File: config.mk
export PLATFORM = sky130hd
export DESIGN_NAME = rs_pool
export DESIGN_NICKNAME = d
export VERILOG_FILES = /design/src/rtl/rs_pool_pkg.sv /design/src/rtl/rs_slot.sv /design/src/rtl/rs_alloc.sv /design/src/rtl/rs_pick.sv /design/src/rtl/rs_pool.sv
export SDC_FILE = /design/constraint.sdc
export NUM_CORES = 1
export LEC_CHECK = 0
export CAP_MARGIN = 10
export CORE_ASPECT_RATIO = 2
export CORE_MARGIN = 5
export CORE_UTILIZATION = 65
export CTS_CLUSTER_DIAMETER = 30
export DETAILED_ROUTE_END_ITERATION = 6
export DONT_BUFFER_PORTS = 1
export PLACE_DENSITY_LB_ADDON = 0.15
export SYNTH_ARGS = -nofsm -noshare
export SYNTH_HDL_FRONTEND = slang
export SYNTH_SLANG_ARGS = --single-unit
File: constraint.sdc
create_clock -name clk -period 10.8 [get_ports clk]
set_clock_uncertainty 0.1 [all_clocks]
set_input_delay 2.16 -clock clk [delete_from_list [all_inputs] [get_ports clk]]
set_output_delay 2.16 -clock clk [all_outputs]
set_load 0.01 [all_outputs]
File: src/rtl/rs_pool_pkg.sv
package rs_pool_pkg;

    localparam int TAG_W  = 4;
    localparam int DATA_W = 16;
    localparam int ADDR_W = 8;

    typedef enum logic [1:0] {
        K_ALU   = 2'd0,
        K_LOAD  = 2'd1,
        K_STORE = 2'd2
    } kind_e;

    typedef struct packed {
        logic              rdy;
        logic [TAG_W-1:0]  tag;
        logic [DATA_W-1:0] val;
    } opnd_t;

    typedef struct packed {
        logic              valid;
        logic              issued;
        kind_e             kind;
        logic [TAG_W-1:0]  tag;
        logic [ADDR_W-1:0] addr;
        opnd_t             s0;
        opnd_t             s1;
    } slot_t;

    // a is older than b in a wrapping tag space
    function automatic logic is_older(input logic [TAG_W-1:0] a,
                                      input logic [TAG_W-1:0] b);
        logic [TAG_W-1:0] d;
        d = b - a;
        return (d != '0) && !d[TAG_W-1];
    endfunction

    // fill a waiting operand from the result bus on a tag match
    function automatic opnd_t snoop(input opnd_t o,
                                    input logic bus_v,
                                    input logic [TAG_W-1:0] bus_tag,
                                    input logic [DATA_W-1:0] bus_data);
        opnd_t r;
        r = o;
        if (!o.rdy && bus_v && (o.tag == bus_tag)) begin
            r.rdy = 1'b1;
            r.val = bus_data;
        end
        return r;
    endfunction

endpackage

File: src/rtl/rs_slot.sv
module rs_slot
    import rs_pool_pkg::*;
(
    input  logic              clk,
    input  logic              rst,
    input  logic              i_alloc,
    input  slot_t             i_new,
    input  logic              i_res_valid,
    input  logic [TAG_W-1:0]  i_res_tag,
    input  logic [DATA_W-1:0] i_res_data,
    input  logic              i_grant,
    input  logic              i_commit_valid,
    input  logic [TAG_W-1:0]  i_commit_tag,
    input  logic              i_flush_all,
    input  logic              i_flush_br,
    input  logic [TAG_W-1:0]  i_br_tag,
    output slot_t             o_slot
);

    slot_t q;
    logic  kill_br;
    logic  commit_hit;

    assign kill_br    = i_flush_br && q.valid && is_older(i_br_tag, q.tag);
    assign commit_hit = i_commit_valid && q.issued && (q.tag == i_commit_tag);

    always_ff @(posedge clk) begin
        if (rst || i_flush_all) begin
            q <= '0;
        end else if (kill_br) begin
            q.valid  <= 1'b0;
            q.issued <= 1'b0;
        end else if (i_alloc) begin
            q <= i_new;
        end else if (q.valid) begin
            if (i_grant) begin
                if (q.kind == K_STORE) begin
                    q.issued <= 1'b1;
                end else begin
                    q.valid <= 1'b0;
                end
            end else if (commit_hit) begin
                q.valid  <= 1'b0;
                q.issued <= 1'b0;
            end else begin
                q.s0 <= snoop(q.s0, i_res_valid, i_res_tag, i_res_data);
                q.s1 <= snoop(q.s1, i_res_valid, i_res_tag, i_res_data);
            end
        end
    end

    assign o_slot = q;

endmodule

File: src/rtl/rs_alloc.sv
module rs_alloc #(
    parameter int NUM_RS = 4
) (
    input  logic [NUM_RS-1:0] i_occ,
    output logic              o_any_free,
    output logic [NUM_RS-1:0] o_hot
);

    always_comb begin
        o_any_free = 1'b0;
        o_hot      = '0;
        for (int i = NUM_RS - 1; i >= 0; i--) begin
            if (!i_occ[i]) begin
                o_any_free = 1'b1;
                o_hot      = '0;
                o_hot[i]   = 1'b1;
            end
        end
    end

endmodule

File: src/rtl/rs_pick.sv
module rs_pick
    import rs_pool_pkg::*;
#(
    parameter int NUM_RS = 4,
    localparam int IDX_W = (NUM_RS > 1) ? $clog2(NUM_RS) : 1
) (
    input  slot_t             i_slots [NUM_RS],
    output logic              o_found,
    output logic [IDX_W-1:0]  o_idx,
    output logic [NUM_RS-1:0] o_hot
);

    logic [NUM_RS-1:0] elig;

    // eligibility: operands present, not yet sent, loads not held by stores
    always_comb begin
        for (int i = 0; i < NUM_RS; i++) begin
            logic held;
            held = 1'b0;
            for (int j = 0; j < NUM_RS; j++) begin
                if (i_slots[j].valid && (i_slots[j].kind == K_STORE) &&
                    (i_slots[j].addr == i_slots[i].addr) &&
                    is_older(i_slots[j].tag, i_slots[i].tag)) begin
                    held = 1'b1;
                end
            end
            elig[i] = i_slots[i].valid && !i_slots[i].issued &&
                      i_slots[i].s0.rdy && i_slots[i].s1.rdy &&
                      !((i_slots[i].kind == K_LOAD) && held);
        end
    end

    // oldest eligible station wins
    always_comb begin
        o_found = 1'b0;
        o_idx   = '0;
        for (int i = 0; i < NUM_RS; i++) begin
            if (elig[i] && (!o_found || is_older(i_slots[i].tag, i_slots[o_idx].tag))) begin
                o_found = 1'b1;
                o_idx   = IDX_W'(i);
            end
        end
        for (int i = 0; i < NUM_RS; i++) begin
            o_hot[i] = o_found && (o_idx == IDX_W'(i));
        end
    end

endmodule

File: src/rtl/rs_pool.sv
module rs_pool
    import rs_pool_pkg::*;
#(
    parameter int NUM_RS = 4,
    localparam int IDX_W = (NUM_RS > 1) ? $clog2(NUM_RS) : 1
) (
    input  logic              clk,
    input  logic              rst,
    input  logic              disp_valid,
    input  logic [1:0]        disp_kind,
    input  logic [TAG_W-1:0]  disp_tag,
    input  logic [ADDR_W-1:0] disp_addr,
    input  logic              disp_s0_rdy,
    input  logic [TAG_W-1:0]  disp_s0_tag,
    input  logic [DATA_W-1:0] disp_s0_val,
    input  logic              disp_s1_rdy,
    input  logic [TAG_W-1:0]  disp_s1_tag,
    input  logic [DATA_W-1:0] disp_s1_val,
    output logic              disp_full,
    input  logic              res_valid,
    input  logic [TAG_W-1:0]  res_tag,
    input  logic [DATA_W-1:0] res_data,
    input  logic              st_commit_valid,
    input  logic [TAG_W-1:0]  st_commit_tag,
    input  logic              flush_all,
    input  logic              flush_br_valid,
    input  logic [TAG_W-1:0]  flush_br_tag,
    output logic              iss_valid,
    output logic [1:0]        iss_kind,
    output logic [TAG_W-1:0]  iss_tag,
    output logic [ADDR_W-1:0] iss_addr,
    output logic [DATA_W-1:0] iss_op0,
    output logic [DATA_W-1:0] iss_op1
);

    slot_t             slots [NUM_RS];
    slot_t             new_slot;
    logic [NUM_RS-1:0] occ_vec;
    logic [NUM_RS-1:0] alloc_hot;
    logic [NUM_RS-1:0] pick_hot;
    logic [IDX_W-1:0]  pick_idx;
    logic              pick_found;
    logic              any_free;
    logic              any_flush;
    logic              accept;

    assign any_flush = flush_all || flush_br_valid;
    assign accept    = disp_valid && any_free && !any_flush;
    assign disp_full = !any_free;
    assign iss_valid = pick_found && !any_flush;

    // dispatch payload, with same-cycle result bypass
    always_comb begin
        new_slot        = '0;
        new_slot.valid  = 1'b1;
        new_slot.issued = 1'b0;
        new_slot.kind   = kind_e'(disp_kind);
        new_slot.tag    = disp_tag;
        new_slot.addr   = disp_addr;
        new_slot.s0     = snoop(opnd_t'{disp_s0_rdy, disp_s0_tag, disp_s0_val},
                                res_valid, res_tag, res_data);
        new_slot.s1     = snoop(opnd_t'{disp_s1_rdy, disp_s1_tag, disp_s1_val},
                                res_valid, res_tag, res_data);
    end

    rs_alloc #(.NUM_RS(NUM_RS)) u_alloc (
        .i_occ      (occ_vec),
        .o_any_free (any_free),
        .o_hot      (alloc_hot)
    );

    rs_pick #(.NUM_RS(NUM_RS)) u_pick (
        .i_slots (slots),
        .o_found (pick_found),
        .o_idx   (pick_idx),
        .o_hot   (pick_hot)
    );

    for (genvar g = 0; g < NUM_RS; g++) begin : g_slot
        rs_slot u_slot (
            .clk            (clk),
            .rst            (rst),
            .i_alloc        (accept && alloc_hot[g]),
            .i_new          (new_slot),
            .i_res_valid    (res_valid),
            .i_res_tag      (res_tag),
            .i_res_data     (res_data),
            .i_grant        (iss_valid && pick_hot[g]),
            .i_commit_valid (st_commit_valid),
            .i_commit_tag   (st_commit_tag),
            .i_flush_all    (flush_all),
            .i_flush_br     (flush_br_valid),
            .i_br_tag       (flush_br_tag),
            .o_slot         (slots[g])
        );
        assign occ_vec[g] = slots[g].valid;
    end

    assign iss_kind = slots[pick_idx].kind;
    assign iss_tag  = slots[pick_idx].tag;
    assign iss_addr = slots[pick_idx].addr;
    assign iss_op0  = slots[pick_idx].s0.val;
    assign iss_op1  = slots[pick_idx].s1.val;

endmodule

==> results of run 1 <==
[layer usage]
metal	GRT usage (%)	vias up	wire length [µm]
met1	39.1	6791	16400
met3	10.9	303	4430
met4	36.6	0	5930
met5	0	-	0
li1	-	6584	-
met2	67.6	776	26600
[layout make-up]
class                      instances  area, µm²
inverter                         120        458
antenna                            1       2.50
timing repair buffer              88        686
multi-input combinational       1437       9280
tap                              280        350
fill                            1877       6230
clock buffer                      32        757
sequential                       232       4650
clock inverter                    20        230
[stage by stage]
step                      std cells  util [%]  cell area (µm²)
after floorplan                1953         -            14900
after global placement         2151      67.7            15300
after detailed placement       2151      67.7            15300
after CTS                      2205      72.1            16300
after global routing           2210      72.5            16400
final                          2210      72.5            16400
[report_power, final]
group	leakage [nW]	switching [mW]	internal (mW)
clock network	0.478	0.405	0.587
registers	1.87	0.00337	0.859
logic	3.61	0.0763	0.0423
[synthesized netlist by cell type, types with 11 or more instances]
cell type / n / area share (%)
ha_1: 54 / 4.5
nand4_1: 17 / 0.71
xnor2_1: 71 / 4.2
o311a_1: 33 / 2.2
o21ai_0: 13 / 0.44
nand3_1: 21 / 0.71
a21oi_1: 240 / 8.1
mux2i_1: 102 / 6.9
clkbuf_1: 119 / 3.0
o22ai_1: 44 / 1.9
inv_1: 120 / 3.0
dfxtp_1: 232 / 31
nand2_1: 323 / 8.2
xor2_1: 67 / 3.9
a211oi_1: 11 / 0.56
a211o_1: 67 / 3.9
buf_1: 22 / 0.56
nor3_1: 16 / 0.54
o211a_1: 11 / 0.74
buf_2: 21 / 0.71
nor2b_1: 11 / 0.46
nor2_1: 198 / 5.0
fa_1: 12 / 1.6
[critical path, delay by kind of cell, from the launching register on]
family,cells,cell delay (ns)
and+or+nand+nor,3,0.74
DFF,1,0.70
adders and majority gates,4,1.38
xor gates and xnor gates,2,0.34
AOI/OAI and AO/OA,14,3.18
buffers and inverters,4,0.66
muxes,2,0.60
[cells by family after synthesis]
logic type      count (synthesis)  synth area share [%]
compound gates                483                  21.4
xor+xnor                      139                  8.24
fa+ha+maj                      66                  6.16
buf+inv                       284                  7.39
flops                         232                  31.2
mux                           107                  7.24
simple gates                  642                  18.3
[worst max path at each step]
| stage | start | to | slack [ns] | cells after the start |
|---|---|---|---|---|
| 6_report | g_slot[2].u_slot.o_slot[52]$_SDFFE_PP0P_ | iss_op0[14] | 0.32 | 29 |
| 5_1_grt | g_slot[0].u_slot.o_slot[50]$_SDFFE_PP0P_ | iss_op0[14] | -0.03 | 33 |
| 4_1_cts | g_slot[0].u_slot.o_slot[50]$_SDFFE_PP0P_ | iss_op0[14] | 0.001 | 31 |
| 3_5_place_dp | g_slot[0].u_slot.o_slot[50]$_SDFFE_PP0P_ | iss_op0[14] | 0.51 | 32 |
| 3_3_place_gp | g_slot[0].u_slot.o_slot[50]$_SDFFE_PP0P_ | iss_op0[14] | 0.59 | 32 |
| 2_1_floorplan | g_slot[0].u_slot.o_slot[52]$_SDFFE_PP0P_ | iss_op0[0] | 1.35 | 32 |
[what timing repair did]
item | CTS | global route
gates cloned | 0 | 0
endpoints found under the setup margin | 41 | 46
hold buffers | 0 | 0
pin swaps | 1 | 1
gates resized for setup | 0 | 15
buffers inserted | 2 | 4
==> flow_summary.json, run 1 <==
{
  "power_density_nw_per_um2": 120,
  "die_area_um2": 26200,
  "p_leak_nw": 5.96,
  "vias": 14500,
  "syn_to_final_growth_pct": 10.4,
  "drt_iter0_drc": 1088,
  "detail-route-antenna-nets": 0,
  "cts.clk_slew.worst_paths_ns": 0.06,
  "crit_fanout": 44,
  "io_buffers": 0,
  "ys_seq_area_share_pct": 31.2,
  "worstReg2RegEnd": "g_slot[3].u_slot.o_slot[56]$_SDFFE_PP0P_",
  "final_nets": 2064,
  "insertion_delay_ns": 0.55,
  "synthArstFlopShare_pct": 0,
  "critPathLaunchType": "register",
  "htreeDepth": 1,
  "critPathMaxStageDelay_ns": 0.70,
  "relSlewSlack_pct": 29.2,
  "synth_flop_cell": "dfxtp_1",
  "antenna_found_initial": 1,
  "synth_cell_types": 66,
  "end_kind": "output pin",
  "r2r-start": "g_slot[2].u_slot.o_slot[52]$_SDFFE_PP0P_",
  "peakVddDrop_v": 0.000139,
  "dieHeight_um": 224,
  "dp_slack_ns": 0.508,
  "whs_endpoint": "g_slot[1].u_slot.o_slot[27]$_SDFFE_PP0P_",
  "cts-root-buf": "clkbuf_16",
  "syn_nets": 2110,
  "timing.final.crit_share_pct": 97.0,
  "ys_warn_count": 0,
  "ys_ff_latch": 232,
  "start_util_pct": 65.7,
  "mostFrequentLayoutCells": "323 x nand2_1, 239 x a21oi_1, 228 x dfxtp_1",
  "drv_cap": 0,
  "grt_pass1_vias": 14300,
  "tightest_slew_ns": 1.06,
  "setup_viol_count_final": 0,
  "grt_overflow": 0,
  "hold_path_startpoint": "g_slot[1].u_slot.o_slot[27]$_SDFFE_PP0P_",
  "required_ns": 8.54,
  "gp_congestion": 1.07,
  "drc": 0,
  "reg2reg_depth": 28,
  "syn_inst": 1953,
  "max_freq_mhz": 95.4,
  "min_period_ns": 10.48,
  "worstSetupPathType": "register to output pin",
  "grt_first_pass_wirelength_um": 80800,
  "cts.sinks": 232,
  "cts_tree": "built",
  "core-area_um2": 22600,
  "layout-drive-gt1-share_pct": 9.38,
  "wl_per_cell_um": 24.1,
  "hold_viol": 0,
  "hp-class": "register to register",
  "rows": 78,
  "fin_hold_ws_ns": 0.350,
  "pin_count": 139,
  "via_per_inst": 6.54,
  "synth_edf_count": 0,
  "layout_commonest_cell": "nand2_1",
  "critPathArrivalTime_ns": 8.22,
  "grtUsageTotal_pct": 40.4,
  "drt-total-wl_um": 53300,
  "cp_slowest_cell": "dfxtp_1",
  "fp.dieW_um": 117,
  "holdPathStages": 2,
  "cts_made_buffers": 28,
  "status": "complete, no violations",
  "finalMaxSlewViolations": 0,
  "tns_ns": 0,
  "largest_reg_flops": 232,
  "syn_avg_cell_area_um2": 7.62,
  "postLayoutSetupSlackWorst_ns": 0.321,
  "cpMostUsedCell": "ha_1",
  "syn_area_um2": 14900,
  "hpwlAfterDp_um": 37900,
  "drt-pass1-iter-count": 5,
  "regToRegSetupSlack_ns": 2.96,
  "cts_max_path_buffers": 3,
  "grt_max_degree": 105,
  "power_mw": 1.97
}
No activity file was read; power rests on OpenSTA's default activity.
==> inputs of run 2 (changes only) <==
--- a/config.mk
+++ b/config.mk
@@ -8,7 +8,7 @@
 export CAP_MARGIN = 10
 export CORE_ASPECT_RATIO = 2
 export CORE_MARGIN = 5
-export CORE_UTILIZATION = 65
+export CORE_UTILIZATION = 55
 export CTS_CLUSTER_DIAMETER = 30
 export DETAILED_ROUTE_END_ITERATION = 6
 export DONT_BUFFER_PORTS = 1
==> run 2 against run 1 <==
  * Worst hold slack got worse by 0.00058 ns
  * Clock power increased by 15%
  * Register-to-register slack improved by 0.35 ns
  * Cell count increased by 3.8%
  * Fmax increased by 0.44%
  * Combinational power increased by 13%
  * Largest cell class unchanged
==> flow_summary.json, run 2 (synthesized netlist as in run 1, its figures left out) <==
{
  "peakVddDrop_v": 0.000131,
  "cts_made_buffers": 34,
  "grtUsageTotal_pct": 36.6,
  "via_per_inst": 6.28,
  "drt_iter0_drc": 1307,
  "critPathArrivalTime_ns": 8.17,
  "postCtsHoldBufs": 0,
  "grt_pass1_vias": 14300,
  "layout-drive-gt1-share_pct": 9.77,
  "critPathMaxStageDelay_ns": 0.55,
  "path_buf_inv": 3,
  "cellInternalPower_mw": 1.62,
  "swShare_pct": 24.4,
  "min_period_ns": 10.43,
  "grt_first_pass_wirelength_um": 85000,
  "final_core_util_pct": 62.4,
  "cts_tree": "built",
  "regToRegSetupSlack_ns": 3.31,
  "hp-class": "register to register",
  "nFillCells": 2523,
  "detail-route-antenna-nets": 0,
  "mostFrequentLayoutCells": "323 x nand2_1, 237 x a21oi_1, 231 x dfxtp_1",
  "reg2reg_depth": 26,
  "critPathLaunchType": "register",
  "start_util_pct": 55.5,
  "dieHeight_um": 243,
  "drv_cap": 0,
  "fp.dieW_um": 126,
  "fin_area_um2": 16700,
  "cts.clk_slew.worst_paths_ns": 0.05,
  "hpwlAfterDp_um": 42700,
  "drt-pass1-iter-count": 6,
  "p_leak_nw": 6.10,
  "grt_max_degree": 81,
  "antennaDiodeCount": 0,
  "power_mw": 2.14,
  "gp_congestion": 1.02,
  "rsz0062_at_grt": "false",
  "grt_overflow": 0,
  "placed_area_um2": 15500,
  "tns_ns": 0,
  "cpMostUsedCell": "ha_1",
  "startpoint": "g_slot[1].u_slot.o_slot[52]$_SDFFE_PP0P_",
  "timing.final.crit_share_pct": 96.6,
  "core-area_um2": 26800,
  "tightest_slew_ns": 1.28,
  "rows": 85,
  "finalMaxSlewViolations": 0,
  "drt-total-wl_um": 57900,
  "pwr-share-seq_pct": 40.3,
  "combPwrFrac_pct": 6.3,
  "drc": 0,
  "pin_count": 139,
  "cts-root-buf": "clkbuf_16",
  "syn_to_final_growth_pct": 12.4,
  "insertion_delay_ns": 0.52,
  "worstSetupPathType": "register to output pin",
  "r2r-start": "g_slot[1].u_slot.o_slot[52]$_SDFFE_PP0P_",
  "setup_viol_count_final": 0,
  "antenna_found_initial": 0,
  "vias": 14400,
  "required_ns": 8.54,
  "switching_power_uw": 522,
  "wl_per_cell_um": 25.3,
  "multi_input_area_um2": 9270,
  "power_density_nw_per_um2": 128,
  "postCtsSetupBuffers": 0,
  "postLayoutSetupSlackWorst_ns": 0.366,
  "hold_viol": 0,
  "die_area_um2": 30600,
  "holdPathStages": 2,
  "clkPwrFrac_pct": 53.4,
  "layout_commonest_cell": "nand2_1",
  "max_freq_mhz": 95.8,
  "htreeDepth": 2,
  "whs_endpoint": "g_slot[1].u_slot.o_slot[35]$_SDFFE_PP0P_",
  "io_buffers": 0,
  "crit_family": "compound AO/OA/AOI/OAI gates",
  "largest_reg_flops": 232,
  "dp_slack_ns": 0.662,
  "final_nets": 2078,
  "crit_fanout": 36,
  "status": "complete, no violations",
  "worstReg2RegEnd": "g_slot[3].u_slot.o_slot[56]$_SDFFE_PP0P_",
  "ctsResizeCount": 0,
  "seq_area_um2": 4650,
  "end_kind": "output pin",
  "relSlewSlack_pct": 14.6,
  "hold_path_startpoint": "g_slot[1].u_slot.o_slot[35]$_SDFFE_PP0P_",
  "cts.sinks": 232,
  "cts_max_path_buffers": 3,
  "cp_slowest_cell": "xnor2_1"
}
==> run 2: changes by cell type in the layout (fill, tap and decap cells not counted), sizes merged <==
cell      previous run  this run
clkinv               7         5
inv                124       126
diode                1         0
clkinvlp             6         3
buf                 88        96
bufinv               3         4
clkbuf              32        42
==> run 2: layout make-up <==
| type | count | share of cell area [%] |
|---|---|---|
| clock buffer | 42 | 5.51 |
| clock inverter | 18 | 1.47 |
| inverter | 120 | 2.69 |
| multi-input combinational | 1437 | 55.4 |
| sequential | 232 | 27.8 |
| tap | 348 | 2.60 |
| timing repair buffer | 96 | 4.53 |
==> run 2: worst max-delay path by stage <==
| stage | end | slack, ns | cells past startpoint |
|---|---|---|---|
| 2_1_floorplan | iss_op0[0] | 1.35 | 32 |
| 3_3_place_gp | iss_tag[0] | 0.81 | 29 |
| 3_5_place_dp | iss_op0[3] | 0.66 | 29 |
| 4_1_cts | iss_tag[0] | 0.11 | 29 |
| 5_1_grt | iss_op0[3] | 0.01 | 31 |
| 6_report | iss_op0[3] | 0.37 | 28 |
==> run 2: worst min-delay path, stage by stage (launching register included) <==
cell and delay [ns]:
dfxtp_1 0.30, nand2_1 0.05, a21oi_1 0.05
==> run 2: per-stage QoR <==
step           hold slack, ns  cells
2_1_floorplan           0.332   1953
3_3_place_gp            0.340   2233
3_5_place_dp            0.343   2233
4_1_cts                 0.351   2293
5_1_grt                 0.365   2293
6_report                0.349   2293
==> run 2: power by group through the flow <==
stage          Combinational, mW  Sequential, mW  Clock, mW
2_1_floorplan             0.0901           0.880          0
3_3_place_gp               0.130           0.881          0
4_1_cts                    0.132           0.862       1.15
5_1_grt                    0.142           0.862       1.19
6_report                   0.135           0.862       1.14
3_5_place_dp               0.131           0.881          0
==> run 2: per-layer routing <==
| layer | global-route usage [%] | up-vias | share of wire [%] |
|---|---|---|---|
| met4 | 35.7 | 0 | 12 |
| met1 | 33.4 | 6847 | 31 |
| met2 | 64.5 | 657 | 50 |
| met3 | 7.81 | 270 | 6.3 |
| met5 | 0 | - | 0 |
| li1 | - | 6629 | - |
